$ cat config.mk
export PLATFORM = sky130hd
export DESIGN_NAME = ep0_ctl_reg
export DESIGN_NICKNAME = d
export VERILOG_FILES = /design/src/rtl/ep0_reg_pkg.sv /design/src/rtl/ep0_lock_ctl.sv /design/src/rtl/ep0_setup_hold.sv /design/src/rtl/ep0_flag_bank.sv /design/src/rtl/ep0_ctl_reg.sv
export SDC_FILE = /design/constraint.sdc
export NUM_CORES = 1
export LEC_CHECK = 0
export BUFFER_PORTS_ARGS = -buffer_cell sky130_fd_sc_hd__buf_2
export CAP_MARGIN = 30
export CORE_AREA = 5 5 42 44
export DETAILED_ROUTE_END_ITERATION = 16
export DIE_AREA = 0 0 47 49
export PLACE_DENSITY_LB_ADDON = 0.1
export SETUP_SLACK_MARGIN = 0.4
export SLEW_MARGIN = 20
export SYNTH_ARGS = -nofsm -noshare
export SYNTH_HDL_FRONTEND = slang
export SYNTH_SLANG_ARGS = --single-unit
$ cat constraint.sdc
create_clock -name clk -period 1.9 [get_ports clk]
set_input_delay 0.095 -clock clk [delete_from_list [all_inputs] [get_ports clk]]
set_output_delay 0.095 -clock clk [all_outputs]
set_load 0.005 [all_outputs]
$ cat src/rtl/ep0_reg_pkg.sv
package ep0_reg_pkg;
  localparam int N_FLAGS   = 4;
  localparam int FLG_SETUP = 3;
  localparam int FLG_IN    = 2;
  localparam int FLG_OUT   = 1;
  localparam int FLG_ACK   = 0;
endpackage

$ cat src/rtl/ep0_lock_ctl.sv
module ep0_lock_ctl (
  input  logic clk,
  input  logic rst,
  input  logic sie_upd,
  input  logic cpu_rd,
  input  logic cpu_wr,
  output logic lock_q,
  output logic wr_accept
);
  always_ff @(posedge clk) begin
    if (rst)          lock_q <= 1'b0;
    else if (sie_upd) lock_q <= 1'b1;
    else if (cpu_rd)  lock_q <= 1'b0;
  end

  // engine traffic in the same cycle discards the CPU write
  assign wr_accept = cpu_wr & ~lock_q & ~sie_upd;
endmodule

$ cat src/rtl/ep0_setup_hold.sv
module ep0_setup_hold (
  input  logic clk,
  input  logic rst,
  input  logic win_open,
  input  logic win_close,
  output logic hold_q
);
  always_ff @(posedge clk) begin
    if (rst)            hold_q <= 1'b0;
    else if (win_open)  hold_q <= 1'b1;
    else if (win_close) hold_q <= 1'b0;
  end
endmodule

$ cat src/rtl/ep0_flag_bank.sv
module ep0_flag_bank #(
  parameter int N_FLAGS  = 4,
  parameter int HOLD_IDX = 3
) (
  input  logic               clk,
  input  logic               rst,
  input  logic [N_FLAGS-1:0] set_vec,
  input  logic               clr,
  input  logic               hold,
  output logic [N_FLAGS-1:0] flags_q
);
  for (genvar i = 0; i < N_FLAGS; i++) begin : g_flag
    if (i == HOLD_IDX) begin : g_held
      always_ff @(posedge clk) begin
        if (rst)             flags_q[i] <= 1'b0;
        else if (set_vec[i]) flags_q[i] <= 1'b1;
        else if (clr && !hold) flags_q[i] <= 1'b0;
      end
    end else begin : g_plain
      always_ff @(posedge clk) begin
        if (rst)             flags_q[i] <= 1'b0;
        else if (set_vec[i]) flags_q[i] <= 1'b1;
        else if (clr)        flags_q[i] <= 1'b0;
      end
    end
  end
endmodule

$ cat src/rtl/ep0_ctl_reg.sv
module ep0_ctl_reg
  import ep0_reg_pkg::*;
#(
  parameter int MODE_W = 4,
  localparam int REG_W = N_FLAGS + MODE_W
) (
  input  logic              clk,
  input  logic              rst,
  input  logic              cpu_rd,
  input  logic              cpu_wr,
  input  logic [REG_W-1:0]  cpu_wdata,
  input  logic              cpu_fifo_we,
  input  logic              ev_setup,
  input  logic              ev_setup_data_start,
  input  logic              ev_ctrl_wr_data_end,
  input  logic              ev_in_acked,
  input  logic              ev_out_acked,
  input  logic              ev_ack_txn,
  input  logic              sie_mode_wr,
  input  logic [MODE_W-1:0] sie_mode_data,
  output logic [REG_W-1:0]  rdata,
  output logic              locked,
  output logic              fifo_wr_en
);
  logic [N_FLAGS-1:0] set_vec;
  logic [N_FLAGS-1:0] flags_q;
  logic [MODE_W-1:0]  mode_q;
  logic               sie_upd;
  logic               wr_accept;
  logic               hold_q;
  logic               unused_wdata_hi;

  assign unused_wdata_hi = ^cpu_wdata[REG_W-1:MODE_W];

  always_comb begin
    set_vec            = '0;
    set_vec[FLG_SETUP] = ev_setup | ev_setup_data_start;
    set_vec[FLG_IN]    = ev_in_acked;
    set_vec[FLG_OUT]   = ev_out_acked;
    set_vec[FLG_ACK]   = ev_ack_txn;
  end

  assign sie_upd = (|set_vec) | sie_mode_wr;

  ep0_lock_ctl u_lock (
    .clk      (clk),
    .rst      (rst),
    .sie_upd  (sie_upd),
    .cpu_rd   (cpu_rd),
    .cpu_wr   (cpu_wr),
    .lock_q   (locked),
    .wr_accept(wr_accept)
  );

  ep0_setup_hold u_hold (
    .clk      (clk),
    .rst      (rst),
    .win_open (ev_setup_data_start),
    .win_close(ev_ctrl_wr_data_end),
    .hold_q   (hold_q)
  );

  ep0_flag_bank #(
    .N_FLAGS (N_FLAGS),
    .HOLD_IDX(FLG_SETUP)
  ) u_flags (
    .clk    (clk),
    .rst    (rst),
    .set_vec(set_vec),
    .clr    (wr_accept),
    .hold   (hold_q),
    .flags_q(flags_q)
  );

  always_ff @(posedge clk) begin
    if (rst)              mode_q <= '0;
    else if (sie_mode_wr) mode_q <= sie_mode_data;
    else if (wr_accept)   mode_q <= cpu_wdata[MODE_W-1:0];
  end

  assign rdata      = {flags_q, mode_q};
  assign fifo_wr_en = cpu_fifo_we & ~flags_q[FLG_SETUP];
endmodule

==> metrics.yaml <==
worst_setup_path:
  reg2reg_to: "mode_q[2]$_SDFFE_PP0P_"
  critPathSlowestCell: "nor4b_2"
  setup.worst_path.class: "flip-flop to flip-flop"
  critical-path-top-delay-family: "simple AND/OR/NAND/NOR gates"
  critPathLaunchType: "flip-flop"
  path_cells: "nor4b_2 -> a211oi_1 -> a211oi_1"
  rrSetupSlack_ns: 0.54
  worstPathRequired_ns: 2.08
  cp_data_arrival_time_ns: 1.53
  worstPathMaxFanout: 5
  crit_buf_inv: 0
  slowest_delay_ns: 0.51
  crit_start: "u_lock.lock_q$_SDFFE_PP0P_"
  worst_setup_path_end_kind: "flip-flop"
  crit_top_cell: "a211oi_1"
  setup.worst_path.end: "mode_q[2]$_SDFFE_PP0P_"
  worstReg2RegStart: "u_lock.lock_q$_SDFFE_PP0P_"
  worst_r2r_path_depth: 3
  worst-path-stages: 3
synthesis:
  synth_warnings: 0
  syn_inst: 48
  synth_area_per_cell_um2: 9.88
  synth_top_cell_by_area: "dfxtp_1"
  synthTopCellsByArea: "dfxtp_1 (42%), a211oi_1 (13%), mux2i_1 (8.4%), a21oi_1 (5.3%), inv_1 (4.0%)"
  synth.net_count: 72
  yosysSeqAreaShare: 0.422
  netlist_area_um2: 474
  ys_ff_latch: 10
  ys_types: 18
  yosysTopAreaCellShare: 0.422
cts:
  clk_latency_ns: 0.27
  cts.sinks: 10
  cts-root-buf: "clkbuf_4"
  path_clk_slew_ns: 0.07
  cts_tree: "built"
  postCtsSetupRepairBufs: 0
  ctsResizeCount: 0
  clock_path_buffers: 2
  hold_buffers: 0
  cts_made_buffers: 3
  htreeDepth: 1
finish:
  layout.nets: 104
  final_cell_mix: "buf_2 (29), dfxtp_1 (10), a211oi_1 (8), inv_1 (5), a21oi_1 (5)"
  design_area_um2: 661
  final_common_cell: "buf_2"
  syn_to_final_growth_pct: 39.3
  diodes: 0
  drive_gt1_frac: 0.481
power:
  leakagePower_nw: 0.324
  power-per-cell-area_nw_per_um2: 761
  peakVddDrop_uv: 359
sta:
  tightest_slew_ns: 0.550
  fin_crit_sh: 0.714
  fin_ws_ns: 0.544
  fin_crit_ns: 1.36
  hold_slack_ns: 0.0897
  maxSlewHeadroom: 0.631
  rsz0062_at_grt: "no"
  setup_violations: 0
  clock_skew_ns: 0.00462
  hold_violations: 0
  finalMaxSlewViolations: 0
  setup_tns_ns: 0
  max_freq_mhz: 737
job:
  drv_cap: 0
global_route:
  grt_overflow: 0
  grt_pass1_vias: 470
  antenna_found_initial: 0
  grt_pass1_wl_mm: 1.86
  grt_max_degree: 12
  grt_usage: 0.110
drt:
  wl_per_cell_um: 11.4
  antenna_left: 0
  drc: 0
  drt_iter0_drc: 1
  dr.pass1.iters: 2
  vias_per_cell: 4.92
  vias: 467
  drt_wl_total_mm: 1.09
outcome:
  status: "finished clean"
die:
  boundaryPins: 34
  rows: 14
  die_y_um: 49
  start_util: 0.338
  fp.dieW_um: 47
  die-area_um2: 2300
  core-area_um2: 1400
placed_design:
  dpl_worst_slack_ns: 0.583
  placed_area_um2: 624
  gp_congestion: 0.709
  dp_hpwl_um: 908
  port_buffers: 29
hold_path:
  hp-class: "primary input to flip-flop"
==> per-layer routing <==
metal | vias up | GRT usage | share of wire
li1 | 241 | - | -
met1 | 207 | 0.126 | 0.39
met2 | 19 | 0.174 | 0.49
met3 | 0 | 0.0701 | 0.12
met4 | 0 | 0.0138 | 0
met5 | - | 0 | 0
==> worst min-delay path: cells and delay by family <==
kind	cells	cell delay (ns)
buffers and inverters	2	0.17
AO/OA/AOI/OAI	1	0.05
==> state kept, by name, indices dropped and copies added, names as in the netlist <==
signal	flops
u_hold.hold_q	1
mode_q	4
u_flags.flags_q	4
u_lock.lock_q	1
==> cells by family after synthesis <==
| logic type | share of synthesized area |
|---|---|
| buffers and inverters | 0.0712 |
| muxes | 0.0844 |
| and+or+nand+nor | 0.145 |
| AOI/OAI and AO/OA | 0.277 |
| DFF | 0.422 |
==> cells in the mapped netlist <==
master	n
a211oi_1	8
a21o_2	1
a21oi_1	5
a31oi_1	1
buf_6	1
clkbuf_1	1
dfxtp_1	10
inv_1	5
mux2i_1	4
nand2b_1	1
nor2_1	2
nor2b_1	1
nor4_2	1
nor4b_2	1
o21ai_0	3
o41ai_2	1
or4_4	1
or4b_1	1
==> per-stage QoR <==
step	total power, mW	utilization	instances
3_3_place_gp	0.317	0.446	91
3_5_place_dp	0.318	0.446	91
2_1_floorplan	0.277	-	48
4_1_cts	0.511	0.471	95
5_1_grt	0.539	0.471	95
6_report	0.502	0.471	95
==> power breakdown <==
group / total, mW / internal [mW] / switching [mW]
combinational: 0.0789 / 0.0420 / 0.0369
clock: 0.190 / 0.116 / 0.0740
sequential: 0.233 / 0.225 / 0.00853
total: 0.502 / 0.383 / 0.119
==> cell type report <==
type | instances | area [um2]
timing repair buffer | 29 | 145
inverter | 5 | 18.8
sequential | 10 | 200
fill | 152 | 741
multi-input combinational | 31 | 240
clock buffer | 4 | 36.3
tap | 16 | 20.0
==> worst min path at each step <==
stage / startpoint / to / depth (start not counted) / slack, ns
after global placement: ev_setup_data_start / u_hold.hold_q$_SDFFE_PP0P_ / 3 / 0.36
after floorplan: ev_setup_data_start / u_hold.hold_q$_SDFFE_PP0P_ / 2 / 0.21
final: ev_ack_txn / u_flags.flags_q[0]$_SDFFE_PP0P_ / 3 / 0.09
after detailed placement: ev_ack_txn / u_flags.flags_q[0]$_SDFFE_PP0P_ / 3 / 0.37
after CTS: ev_ack_txn / u_flags.flags_q[0]$_SDFFE_PP0P_ / 3 / 0.08
after global routing: ev_ack_txn / u_flags.flags_q[0]$_SDFFE_PP0P_ / 3 / 0.1
No activity file was read; power rests on OpenSTA's default activity.
